**src/rtl/lvl_pkg.sv**
```systemverilog
package lvl_pkg;

  localparam logic [3:0] CMD_MUTE = 4'h1;
  localparam logic [3:0] CMD_FULL = 4'h2;
  localparam logic [3:0] CMD_ATTN = 4'h3;

  typedef enum logic [2:0] {
    ACT_NONE,
    ACT_MUTE,
    ACT_FULL,
    ACT_ATTN,
    ACT_FADE
  } act_e;

  function automatic act_e classify(input logic [3:0] code);
    if (code[3])              return ACT_FADE;
    else if (code == CMD_MUTE) return ACT_MUTE;
    else if (code == CMD_FULL) return ACT_FULL;
    else if (code == CMD_ATTN) return ACT_ATTN;
    else                       return ACT_NONE;
  endfunction

endpackage

```
**src/rtl/lvl_step_timer.sv**
```systemverilog
module lvl_step_timer #(
  parameter int STEP_BASE = 1024,
  parameter int SPEED_W   = 2
) (
  input  logic               clk_i,
  input  logic               rst_ni,
  input  logic               restart_i,
  input  logic [SPEED_W-1:0] speed_i,
  output logic               tick_o
);
  localparam int CNT_W = $clog2(STEP_BASE + 1);

  logic [CNT_W-1:0] cnt_q;
  logic [CNT_W-1:0] period;

  assign period = CNT_W'(STEP_BASE) >> speed_i;
  assign tick_o = (cnt_q == period - CNT_W'(1));

  always_ff @(posedge clk_i or negedge rst_ni) begin
    if (!rst_ni)                cnt_q <= '0;
    else if (restart_i || tick_o) cnt_q <= '0;
    else                        cnt_q <= cnt_q + CNT_W'(1);
  end
endmodule

```
**src/rtl/lvl_gain_ctrl.sv**
```systemverilog
module lvl_gain_ctrl
  import lvl_pkg::*;
#(
  parameter int FRAC_W = 7
) (
  input  logic            clk_i,
  input  logic            rst_ni,
  input  logic            cmd_we_i,
  input  logic [3:0]      cmd_i,
  input  logic            tick_i,
  output logic            accept_o,
  output logic [FRAC_W:0] gain_o,
  output logic [FRAC_W:0] target_o,
  output logic            attn_o
);
  localparam int GAIN_W = FRAC_W + 1;
  localparam logic [GAIN_W-1:0] UNITY = GAIN_W'(1) << FRAC_W;

  act_e act;
  logic [GAIN_W-1:0] gain_q, target_q, fade_lvl;
  logic attn_q;

  assign act      = cmd_we_i ? classify(cmd_i) : ACT_NONE;
  assign accept_o = (act != ACT_NONE);
  // fade level: 3 command bits are the top bits of the step index
  assign fade_lvl = {1'b0, cmd_i[2:0], {(FRAC_W-3){1'b0}}};

  always_ff @(posedge clk_i or negedge rst_ni) begin
    if (!rst_ni) begin
      target_q <= '0;
      attn_q   <= 1'b0;
    end else begin
      unique case (act)
        ACT_MUTE: target_q <= '0;
        ACT_FULL: begin
          target_q <= UNITY;
          attn_q   <= 1'b0;
        end
        ACT_ATTN: attn_q   <= 1'b1;
        ACT_FADE: target_q <= fade_lvl;
        default: ;
      endcase
    end
  end

  // gain holds on the command edge, then walks one index per tick
  always_ff @(posedge clk_i or negedge rst_ni) begin
    if (!rst_ni) gain_q <= '0;
    else if (!accept_o && tick_i) begin
      if (gain_q < target_q)      gain_q <= gain_q + GAIN_W'(1);
      else if (gain_q > target_q) gain_q <= gain_q - GAIN_W'(1);
    end
  end

  assign gain_o   = gain_q;
  assign target_o = target_q;
  assign attn_o   = attn_q;
endmodule

```
**src/rtl/lvl_scale.sv**
```systemverilog
module lvl_scale #(
  parameter int DATA_W = 16,
  parameter int FRAC_W = 7
) (
  input  logic signed [DATA_W-1:0] smp_i,
  input  logic        [FRAC_W:0]   gain_i,
  input  logic                     attn_i,
  output logic signed [DATA_W-1:0] smp_o
);
  localparam int PROD_W = DATA_W + FRAC_W + 2;

  logic signed [PROD_W-1:0] prod, shifted;
  logic signed [FRAC_W+1:0] gain_s;

  assign gain_s  = {1'b0, gain_i};
  assign prod    = PROD_W'(smp_i) * PROD_W'(gain_s);
  assign shifted = attn_i ? (prod >>> (FRAC_W + 2)) : (prod >>> FRAC_W);
  assign smp_o   = shifted[DATA_W-1:0];
endmodule

```
**src/rtl/lvl_audio_ctrl.sv**
```systemverilog
module lvl_audio_ctrl #(
  parameter int DATA_W    = 16,
  parameter int FRAC_W    = 7,
  parameter int SPEED_W   = 2,
  parameter int STEP_BASE = 1024
) (
  input  logic                     clk_i,
  input  logic                     rst_ni,
  input  logic                     cmd_we_i,
  input  logic [3:0]               cmd_i,
  input  logic [SPEED_W-1:0]       speed_i,
  input  logic                     smp_valid_i,
  input  logic signed [DATA_W-1:0] smp_l_i,
  input  logic signed [DATA_W-1:0] smp_r_i,
  output logic                     smp_valid_o,
  output logic signed [DATA_W-1:0] smp_l_o,
  output logic signed [DATA_W-1:0] smp_r_o
);
  localparam int GAIN_W = FRAC_W + 1;
  localparam int NUM_CH = 2;

  logic tick, accept, attn;
  logic [GAIN_W-1:0] gain, target;
  logic signed [DATA_W-1:0] ch_in  [NUM_CH];
  logic signed [DATA_W-1:0] ch_scl [NUM_CH];
  logic signed [DATA_W-1:0] ch_q   [NUM_CH];
  logic valid_q;

  lvl_step_timer #(.STEP_BASE(STEP_BASE), .SPEED_W(SPEED_W)) u_timer (
    .clk_i(clk_i), .rst_ni(rst_ni), .restart_i(accept),
    .speed_i(speed_i), .tick_o(tick)
  );

  lvl_gain_ctrl #(.FRAC_W(FRAC_W)) u_gain (
    .clk_i(clk_i), .rst_ni(rst_ni), .cmd_we_i(cmd_we_i), .cmd_i(cmd_i),
    .tick_i(tick), .accept_o(accept), .gain_o(gain), .target_o(target),
    .attn_o(attn)
  );

  assign ch_in[0] = smp_l_i;
  assign ch_in[1] = smp_r_i;

  for (genvar c = 0; c < NUM_CH; c++) begin : g_ch
    lvl_scale #(.DATA_W(DATA_W), .FRAC_W(FRAC_W)) u_scale (
      .smp_i(ch_in[c]), .gain_i(gain), .attn_i(attn), .smp_o(ch_scl[c])
    );
    always_ff @(posedge clk_i or negedge rst_ni) begin
      if (!rst_ni)          ch_q[c] <= '0;
      else if (smp_valid_i) ch_q[c] <= ch_scl[c];
    end
  end

  always_ff @(posedge clk_i or negedge rst_ni) begin
    if (!rst_ni) valid_q <= 1'b0;
    else         valid_q <= smp_valid_i;
  end

  assign smp_valid_o = valid_q;
  assign smp_l_o     = ch_q[0];
  assign smp_r_o     = ch_q[1];
endmodule

```
**config.mk**
```make
export PLATFORM = sky130hd
export DESIGN_NAME = lvl_audio_ctrl
export DESIGN_NICKNAME = d
export VERILOG_FILES = /design/src/rtl/lvl_pkg.sv /design/src/rtl/lvl_step_timer.sv /design/src/rtl/lvl_gain_ctrl.sv /design/src/rtl/lvl_scale.sv /design/src/rtl/lvl_audio_ctrl.sv
export SDC_FILE = /design/constraint.sdc
export NUM_CORES = 1
export LEC_CHECK = 0
export ABC_AREA = 0
export BUFFER_PORTS_ARGS = -buffer_cell sky130_fd_sc_hd__buf_2
export CAP_MARGIN = 20
export CORE_AREA = 2 2 134 266
export DETAILED_ROUTE_END_ITERATION = 7
export DIE_AREA = 0 0 136 268
export SYNTH_ARGS = -nofsm -noshare
export SYNTH_HDL_FRONTEND = slang
export SYNTH_SLANG_ARGS = --single-unit
```
**constraint.sdc**
```tcl
create_clock -name clk_i -period 10.4 [get_ports clk_i]
set_input_delay 0.52 -clock clk_i [delete_from_list [all_inputs] [get_ports clk_i]]
set_output_delay 0.52 -clock clk_i [all_outputs]
set_load 0.05 [all_outputs]
```
==> flow_summary.toml <==
[outcome]
outcome = "finished clean"

[floorplan]
dieWidth_microns = 136
fp.dieH_microns = 268
rows = 96
start_util_pct = 34.50
boundaryPins = 75
coreArea_sq_um = 34350
die-area_sq_um = 36450

[sta]
period_share_pct = 54.92
rsz0062_at_grt = "false"
fin_setup_tns_ps = 0
min_period_ps = 5712
max_freq_mhz = 175.1
slew_headroom_pct = 41.39
final_max_slew_viol_count = 0
fin_skew_ps = 12.34
worst_pin_slew_ps = 878.2
setup_viol = 0
hold_viol = 0
hold_ws_ps = 365.4

[cts]
cts_setup_buffers = 0
clk_path_buf_depth = 2
cts_inserted_buffers = 9
cts_tree = "yes"
hold_buffers = 0
clkSlewWorstSetupHoldPaths_ps = 60
cts-htree-levels = 3
cts-root-buf = "clkbuf_16"
cts_resized = 0
cts_sinks = 57
clk_latency_ps = 350

[place]
place_congestion = 0.8343
dp_hpwl_microns = 23410
port_buffers = 74

[yosys]
synth_area_sq_um = 11850
ys_ff_latch = 57
ys_seq_area_share_pct = 12.03
synthFlopType = "dfrtp_1"
syn_nets = 1701
synth_edf_count = 0
netlist_instances = 1353
synth_cell_types = 64
ys_async_sr_fraction_pct = 100.0
yosysWarnings = 0
syn-mean-instance-area_sq_um = 8.760

[cells_and_area]
synthToLayoutAreaGrowth_pct = 9.702
drive_gt1_share_pct = 8.298
n_antenna_cell = 0
nets = 1753

[critical_path]
cp_slowest_cell = "dfrtp_1"
crit_top_cell = "fa_1"
critPathRequiredTime_ps = 10620
cp-end-kind = "register"
r2r_cells = 18
path_cells = "buf_4 -> nand2_1 -> fa_1 -> inv_1 -> fa_1 -> fa_1 -> inv_1 -> fa_1 -> inv_1 -> ha_1 -> a211oi_1 -> o21ai_0 -> a32oi_1 -> nand3_1 -> a31oi_1 -> xor2_1 -> o21ai_0 -> mux2_2"
cp_slowest_stage_delay_ps = 710
crit_buf_inv = 4
path_max_fanout = 18
cp.arrival_ps = 5930
critical_path.top_delay_family = "adder cells"
crit_cells = 18
crit_type = "reg2reg"
start_kind = "register"

[power]
power_density_nw_per_um2 = 69.27
cellLeakagePower_nw = 6.784
worst_ir_drop_vdd_v = 0.00007386

[route]
routedWlPerCell_microns = 15.36
drtIter0Drc = 299
firstDrtPassIters = 5
drcViolationCount = 0
wl_microns = 28430
routed_via_density = 4.876
via_count = 9026
detail-route-antenna-nets = 0

[global_routing]
grt_max_degree = 65
grt_pass1_vias = 10077
grt_pass1_wl_microns = 48980
grt_overflow = 0
grt_usage_pct = 17.03
antenna_found_initial = 0

[min_path]
hp-class = "in2async"

[job]
cap_violations = 0
==> stage by stage <==
step	instances	area, sq um	worst slack (ps)	power, W	utilization, %
after detailed placement	1835	12680	4706	0.0005762	36.91
after CTS	1851	13000	4676	0.0009161	37.85
after global routing	1851	13000	4283	0.0009524	37.85
after global placement	1835	12680	4840	0.0005731	36.91
final	1851	13000	4688	0.0009007	37.85
after floorplan	1353	11850	5232	0.0004787	-
==> cells in the final DEF (no fill, tap or decap), drive strengths merged, types with 2 or more instances in the layout <==
cell type / synthesis / layout
nand4b: 3 / 3
nor3: 12 / 12
mux2i: 10 / 10
o21bai: 6 / 6
a2111oi: 3 / 3
clkinv: 0 / 3
o21a: 6 / 6
and2: 141 / 141
nor3b: 4 / 4
mux2: 6 / 6
nor2b: 8 / 8
o21ai: 28 / 28
nor4: 2 / 2
nand2b: 5 / 5
ha: 103 / 103
xor2: 20 / 20
xnor2: 31 / 31
bufinv: 0 / 2
buf: 6 / 85
a22o: 4 / 4
or2: 3 / 3
fa: 203 / 203
a21oi: 53 / 53
inv: 291 / 291
or3: 5 / 5
dfrtp: 57 / 57
o2111ai: 2 / 2
and3: 5 / 5
nand3: 19 / 19
nand2: 151 / 151
o311ai: 2 / 2
nor2: 67 / 67
nand4: 5 / 5
a31oi: 12 / 12
o22ai: 5 / 5
clkbuf: 38 / 11
a21boi: 6 / 6
a211oi: 3 / 3
a21o: 10 / 10
==> state kept, by name, indices dropped and copies added (netlist names) <==
register	cells
smp_valid_o	1
smp_l_o	16
u_timer.cnt_q	11
u_gain.attn_o	1
u_gain.target_o	4
u_gain.gain_o	8
smp_r_o	16
==> cells in the mapped netlist, drive strengths merged (2+ instances only) <==
cell	n	area (sq um)
o2111ai	2	17.52
nor3	12	70.07
xnor2	31	271.5
or2	3	18.77
a21o	10	75.07
buf	6	33.78
a2111oi	3	63.81
nor2	67	251.5
nor4	2	12.51
o21ai	28	143.9
mux2i	10	100.1
mux2	6	67.56
clkbuf	38	142.6
a31oi	12	75.07
and3	5	31.28
a211oi	3	22.52
inv	291	1092
nor3b	4	35.03
a21boi	6	45.04
o21a	6	45.04
a21oi	53	280.3
o311ai	2	17.52
nand4b	3	26.28
a22o	4	35.03
nand2b	5	31.28
nand4	5	31.28
ha	103	1289
dfrtp	57	1426
xor2	20	175.2
nand3	19	95.09
or3	5	31.28
o21bai	6	45.04
nor2b	8	50.05
nand2	151	566.8
o22ai	5	31.28
fa	203	4064
and2	141	882.1
==> power by group <==
| part | leakage (nW) | internal (W) | switching [W] | total [W] |
|---|---|---|---|---|
| clock network | 0.159 | 0.000216 | 0.000115 | 0.000331 |
| registers | 0.691 | 0.000251 | 0.0000223 | 0.000273 |
| logic | 5.93 | 0.0000898 | 0.000207 | 0.000297 |
==> cell families after synthesis <==
family          Yosys count  synth area share [%]
xor+xnor                 51                 3.769
mux                      16                 1.415
buf+inv                 335                 10.70
simple gates            436                 18.45
compound gates          152                 8.466
fa+ha+maj               306                 45.16
flops                    57                 12.03
==> area by class of cell <==
class | instances | area (sq um)
clock buffers | 11 | 242.7
multi-input cells | 961 | 9158
well taps | 441 | 551.8
repair buffers | 85 | 452.9
inverters | 291 | 1092
fillers | 3610 | 21350
flip-flops and latches | 57 | 1426
clock inverters | 5 | 78.83
==> metal layers <==
metal | wire length, microns | up-vias | global-route usage, %
li1 | - | 4254 | -
met1 | 10400 | 4565 | 17.83
met2 | 16280 | 145 | 33.65
met3 | 706 | 62 | 1.698
met4 | 1038 | 0 | 7.066
met5 | 0 | - | 0
==> path summary, 6_finish.rpt <==
| kind | startpoint | to | slack (ps) |
|---|---|---|---|
| max | u_gain.gain_o[0]$_DFFE_PN0P_ | smp_r_o[13]$_DFFE_PN0P_ | 4690 |
| min | rst_ni | u_timer.cnt_q[0]$_DFF_PN0_ | 370 |
| max reg2reg | u_gain.gain_o[0]$_DFFE_PN0P_ | smp_r_o[13]$_DFFE_PN0P_ | 4690 |
| min reg2reg | u_timer.cnt_q[0]$_DFF_PN0_ | u_timer.cnt_q[0]$_DFF_PN0_ | 490 |
| max in group asynchronous | rst_ni | smp_r_o[2]$_DFFE_PN0P_ | 9480 |
| min in group clk_i | cmd_we_i | u_gain.target_o[7]$_DFFE_PN0P_ | 460 |
Power figures use the tool's default switching activity.
